**src/rtl/ptp_cls_pkg.sv**
```systemverilog
package ptp_cls_pkg;

  typedef enum logic [1:0] {
    CAP_OFF = 2'd0,
    CAP_V1  = 2'd1,
    CAP_V2  = 2'd2,
    CAP_ALL = 2'd3
  } capMode_e;

  // Strobes issued by the control decode to the datapath compare logic
  typedef struct packed {
    logic evalV1;       // judge this packet as a version-1 candidate
    logic evalV2;       // judge this packet as a version-2 candidate
    logic evalAll;      // request unconditionally
    logic v1DelayReq;   // version-1 kind: 1 = Delay_Req, 0 = Sync
    logic srcCheck;     // require source port on the UDP path
  } clsStrobe_t;

endpackage

```
**src/rtl/ptp_cls_control.sv**
```systemverilog
module ptp_cls_control
  import ptp_cls_pkg::*;
(
  input  logic       hdrValid,
  input  logic       captureEn,
  input  logic [1:0] captureMode,
  input  logic       v1DelayReqSel,
  input  logic       srcPortCheck,
  output clsStrobe_t strobe
);

  capMode_e modeSel;
  logic     armed;

  always_comb begin
    modeSel = capMode_e'(captureMode);
    armed   = hdrValid & captureEn;
  end

  always_comb begin
    strobe            = '0;
    strobe.v1DelayReq = v1DelayReqSel;
    strobe.srcCheck   = srcPortCheck;
    unique case (modeSel)
      CAP_OFF: ;
      CAP_V1:  strobe.evalV1  = armed;
      CAP_V2:  strobe.evalV2  = armed;
      CAP_ALL: strobe.evalAll = armed;
      default: ;
    endcase
  end

endmodule

```
**src/rtl/ptp_cls_datapath.sv**
```systemverilog
module ptp_cls_datapath
  import ptp_cls_pkg::*;
#(
  parameter int ETYPE_W      = 16,
  parameter int PROTO_W      = 8,
  parameter int PORT_W       = 16,
  parameter int MSGB_W       = 8,
  parameter int MSG_W        = 4,
  parameter int EVENT_ETYPE  = 16'h88F7,
  parameter int UDP_PROTO    = 17,
  parameter int EVENT_PORT   = 319,
  parameter int V1_SYNC      = 0,
  parameter int V1_DREQ      = 1,
  parameter int V2_LAST_EVT  = 3
) (
  input  logic               clk,
  input  logic               rstN,
  input  clsStrobe_t         strobe,
  input  logic [ETYPE_W-1:0] etherType,
  input  logic [PROTO_W-1:0] ipProto,
  input  logic [PORT_W-1:0]  udpSrcPort,
  input  logic [PORT_W-1:0]  udpDstPort,
  input  logic [MSGB_W-1:0]  msgTypeByte,
  output logic               captureReq
);

  localparam logic [ETYPE_W-1:0] ETYPE_C  = ETYPE_W'(EVENT_ETYPE);
  localparam logic [PROTO_W-1:0] PROTO_C  = PROTO_W'(UDP_PROTO);
  localparam logic [PORT_W-1:0]  PORT_C   = PORT_W'(EVENT_PORT);
  localparam logic [MSG_W-1:0]   SYNC_C   = MSG_W'(V1_SYNC);
  localparam logic [MSG_W-1:0]   DREQ_C   = MSG_W'(V1_DREQ);
  localparam logic [MSG_W-1:0]   V2LAST_C = MSG_W'(V2_LAST_EVT);

  logic             l2Hit;
  logic             l4Base;
  logic             srcOk;
  logic             l4Hit;
  logic [MSG_W-1:0] msgType;
  logic [MSG_W-1:0] v1Want;
  logic             v1Hit;
  logic             v2Hit;
  logic             reqNext;

  // Field comparators
  always_comb begin
    l2Hit   = (etherType == ETYPE_C);
    l4Base  = (ipProto == PROTO_C) && (udpDstPort == PORT_C);
    srcOk   = !strobe.srcCheck || (udpSrcPort == PORT_C);
    l4Hit   = l4Base && srcOk;
    msgType = msgTypeByte[MSG_W-1:0];
  end

  // Per-mode match terms
  always_comb begin
    v1Want  = strobe.v1DelayReq ? DREQ_C : SYNC_C;
    v1Hit   = strobe.evalV1 && l4Hit && (msgType == v1Want);
    v2Hit   = strobe.evalV2 && (l2Hit || l4Hit) && (msgType <= V2LAST_C);
    reqNext = v1Hit || v2Hit || strobe.evalAll;
  end

  always_ff @(posedge clk or negedge rstN) begin
    if (!rstN) captureReq <= 1'b0;
    else       captureReq <= reqNext;
  end

endmodule

```
**src/rtl/ptp_event_classifier.sv**
```systemverilog
module ptp_event_classifier
  import ptp_cls_pkg::*;
#(
  parameter int ETYPE_W = 16,
  parameter int PROTO_W = 8,
  parameter int PORT_W  = 16,
  parameter int MSGB_W  = 8
) (
  input  logic               clk,
  input  logic               rstN,
  input  logic               hdrValid,
  input  logic [ETYPE_W-1:0] etherType,
  input  logic [PROTO_W-1:0] ipProto,
  input  logic [PORT_W-1:0]  udpSrcPort,
  input  logic [PORT_W-1:0]  udpDstPort,
  input  logic [MSGB_W-1:0]  msgTypeByte,
  input  logic               captureEn,
  input  logic [1:0]         captureMode,
  input  logic               v1DelayReqSel,
  input  logic               srcPortCheck,
  output logic               captureReq
);

  clsStrobe_t strobe;

  ptp_cls_control u_ctrl (
    .hdrValid      (hdrValid),
    .captureEn     (captureEn),
    .captureMode   (captureMode),
    .v1DelayReqSel (v1DelayReqSel),
    .srcPortCheck  (srcPortCheck),
    .strobe        (strobe)
  );

  ptp_cls_datapath #(
    .ETYPE_W (ETYPE_W),
    .PROTO_W (PROTO_W),
    .PORT_W  (PORT_W),
    .MSGB_W  (MSGB_W)
  ) u_dp (
    .clk         (clk),
    .rstN        (rstN),
    .strobe      (strobe),
    .etherType   (etherType),
    .ipProto     (ipProto),
    .udpSrcPort  (udpSrcPort),
    .udpDstPort  (udpDstPort),
    .msgTypeByte (msgTypeByte),
    .captureReq  (captureReq)
  );

endmodule

```
**config.mk**
```make
export PLATFORM = sky130hd
export DESIGN_NAME = ptp_event_classifier
export DESIGN_NICKNAME = d
export VERILOG_FILES = /design/src/rtl/ptp_cls_pkg.sv /design/src/rtl/ptp_cls_control.sv /design/src/rtl/ptp_cls_datapath.sv /design/src/rtl/ptp_event_classifier.sv
export SDC_FILE = /design/constraint.sdc
export NUM_CORES = 1
export LEC_CHECK = 0
export BUFFER_PORTS_ARGS = -buffer_cell sky130_fd_sc_hd__buf_2
export CORE_AREA = 2 2 39 41
export CTS_BUF_LIST = sky130_fd_sc_hd__clkbuf_8
export CTS_CLUSTER_DIAMETER = 80
export CTS_CLUSTER_SIZE = 24
export DETAILED_ROUTE_END_ITERATION = 7
export DIE_AREA = 0 0 41 43
export PLACE_DENSITY = 0.91
export SLEW_MARGIN = 20
export SYNTH_ARGS = -nofsm -noshare
export SYNTH_HDL_FRONTEND = slang
export SYNTH_SLANG_ARGS = --single-unit
```
**constraint.sdc**
```tcl
create_clock -name clk -period 0.8 [get_ports clk]
set_clock_uncertainty 0.2 [all_clocks]
set_input_delay 0.08 -clock clk [delete_from_list [all_inputs] [get_ports clk]]
set_output_delay 0.08 -clock clk [all_outputs]
set_load 0.03 [all_outputs]
```
==> metrics.cfg <==
[run_status]
status = complete, but fails checks
violations = setup timing

[routing]
firstDrtPassIters = 3
wire_per_inst_um = 11.9
vias = 524
drt_drc_violations_left = 0
via_per_inst = 4.68
antenna_left = 0
drt-total-wl_mm = 1.33
drt_iter0_markers = 1

[synth]
synth_nets = 98
synth.mux.area_fraction_pct = 0
synth_top_family_by_area = simple AND/OR/NAND/NOR gates
netlist_area_um2 = 255
synth_compound_area_share_pct = 18.6
yosys.area_share.xor_xnor_pct = 3.43
synth_fa_ha_area_share_pct = 0
ys_seq_area_share_pct = 9.80
ys_types = 20
synth_area_per_cell_um2 = 9.82
synthSimpleGateAreaFrac_pct = 68.1
yosys_warnings = 0
synthCells = 26
synth-seq-cells = 1

[placed_design]
port_buffers = 68
globalplace.congestion = 0.662
dpl.cell_count = 111
placed_cell_area_um2 = 627
hpwlAfterDp_mm = 1.25

[global_route]
grt_pass1_vias = 519
grt_max_degree = 3
overflow = 0
grt_pass1_wl_mm = 1.93
antenna_found_initial = 0
grt_usage_pct = 15.4

[timing]
min_period_over_period_pct = 196
hold_viol_final = 0
min_period_ps = 1570
tightest_slew_ps = 266
fin_setup_tns_ps = -768
finalMaxSlewViolations = 0
fmax_mhz = 638
holdWs_ps = 180
grt_setup_unrepaired = true
setup_viol = 1
relSlewSlack_pct = 82.0
layout_setup_ws_ps = -768

[final_layout]
fin_util_pct = 46.9
nNetsFinal = 170
final_cell_area_um2 = 649
top_register = u_dp.captureReq
area_delta_synth_final_pct = 154
drive_gt1_share_pct = 77.1
top_regs = u_dp.captureReq: 1 flops
largest_register_ff_count = 1
antenna_cells = 0
final_cells = 112

[setup_path]
path_class = in2reg
max_stage_delay_ps = 530
start_kind = input port
crit_buf_inv = 1
cp.depth = 5
cp_cell_sequence = buf_6 -> or4b_4 -> o41ai_2 -> a32oi_1 -> nor3_2
endpoint = u_dp.captureReq
slowest_stage = or4b_4
end_kind = flop
crit_family = simple AND/OR/NAND/NOR gates
crit_start = udpSrcPort[9]
worstPathArrival_ps = 1290
crit_path_max_fanout = 1
cp.required_ps = 520

[pwr]
p_per_area_nw_per_um2 = 428
p_leak_nw = 0.349
vdd_drop_max_uv = 125

[worst_hold_path]
min_path_type = in2reg
holdPathStages = 3

[flow_run]
drv_cap = 0

[floorplan]
dieArea_um2 = 1760
rows = 14
core_area_um2 = 1380
start_util_pct = 18.4
ioPinCount = 73
die_h_um = 43
die-width_um = 41

[cts]
cts.clk_slew.worst_paths_ps = 0
post_cts_buffers = 0

what timing repair did:
action,CTS,global route
endpoints found under the setup margin,1,2
endpoints found under the hold margin,1,0
resized for setup,1,3
gates cloned,0,0
hold buffers,1,0
pin swaps,2,0
where the power goes:
part / switching (mW) / internal, mW / total, mW
Clock: 0 / 0 / 0
Combinational: 0.0712 / 0.155 / 0.226
Sequential: 0.000329 / 0.0521 / 0.0524
Total: 0.0715 / 0.207 / 0.278
routing by layer:
| layer | wire length [um] | vias up | track usage, % |
|---|---|---|---|
| met5 | 0 | - | 0 |
| met4 | 0 | 0 | 0 |
| met3 | 94 | 0 | 0 |
| met2 | 871 | 22 | 35.6 |
| met1 | 362 | 239 | 12.7 |
| li1 | - | 263 | - |
stage by stage:
step | power [mW] | setup WS [ps]
global placement | 0.263 | -760
global route | 0.304 | -819
detailed placement | 0.272 | -803
floorplan | 0.0984 | -605
CTS | 0.279 | -790
finish | 0.278 | -768
how the worst min path moves through the flow:
stage	slack, ps	endpoint	startpoint
final	180	u_dp.captureReq	captureEn
after global routing	190	u_dp.captureReq	captureEn
after CTS	190	u_dp.captureReq	captureEn
after detailed placement	-340	u_dp.captureReq	rstN
after global placement	-350	u_dp.captureReq	rstN
after floorplan	-420	u_dp.captureReq	rstN
logic make-up (layout without fill, tap and decap cells):
| logic type | after synthesis | count (layout) |
|---|---|---|
| buf+inv | 0 | 70 |
| xor+xnor | 1 | 1 |
| simple gates | 19 | 19 |
| compound gates | 5 | 5 |
| flops | 1 | 1 |
cell usage after synthesis:
cell type  n  area, um2
xnor2_1    1       8.76
a32oi_1    1       8.76
nand4b_1   3       26.3
dfrtp_1    1       25.0
nor4b_1    4       35.0
and4b_1    1       10.0
nor4_1     1       6.26
or4_1      1       7.51
a21oi_1    1       5.00
nor3_2     1       10.0
nor4_4     1       21.3
nor3b_1    1       7.51
or4b_4     1       13.8
o41ai_2    1       16.3
nor3_1     1       5.00
o211ai_1   1       7.51
a41o_1     1       10.0
nand2_1    1       3.75
nor4bb_1   1       10.0
and4_1     2       17.5
cells in the final DEF, fill, tap and decap left out, types with 2 or more instances in the layout:
cell and count:
buf_2 66, nor4b_1 4, nand4b_1 3, and4_1 2
buf_6 2
area by class of cell:
cell class / instances / area, um2
Fill cell: 148 / 734
Tap cell: 16 / 20.0
Sequential cell: 1 / 25.0
Multi-Input combinational cell: 25 / 234
Timing Repair Buffer: 70 / 370
Power figures use the tool's default switching activity.
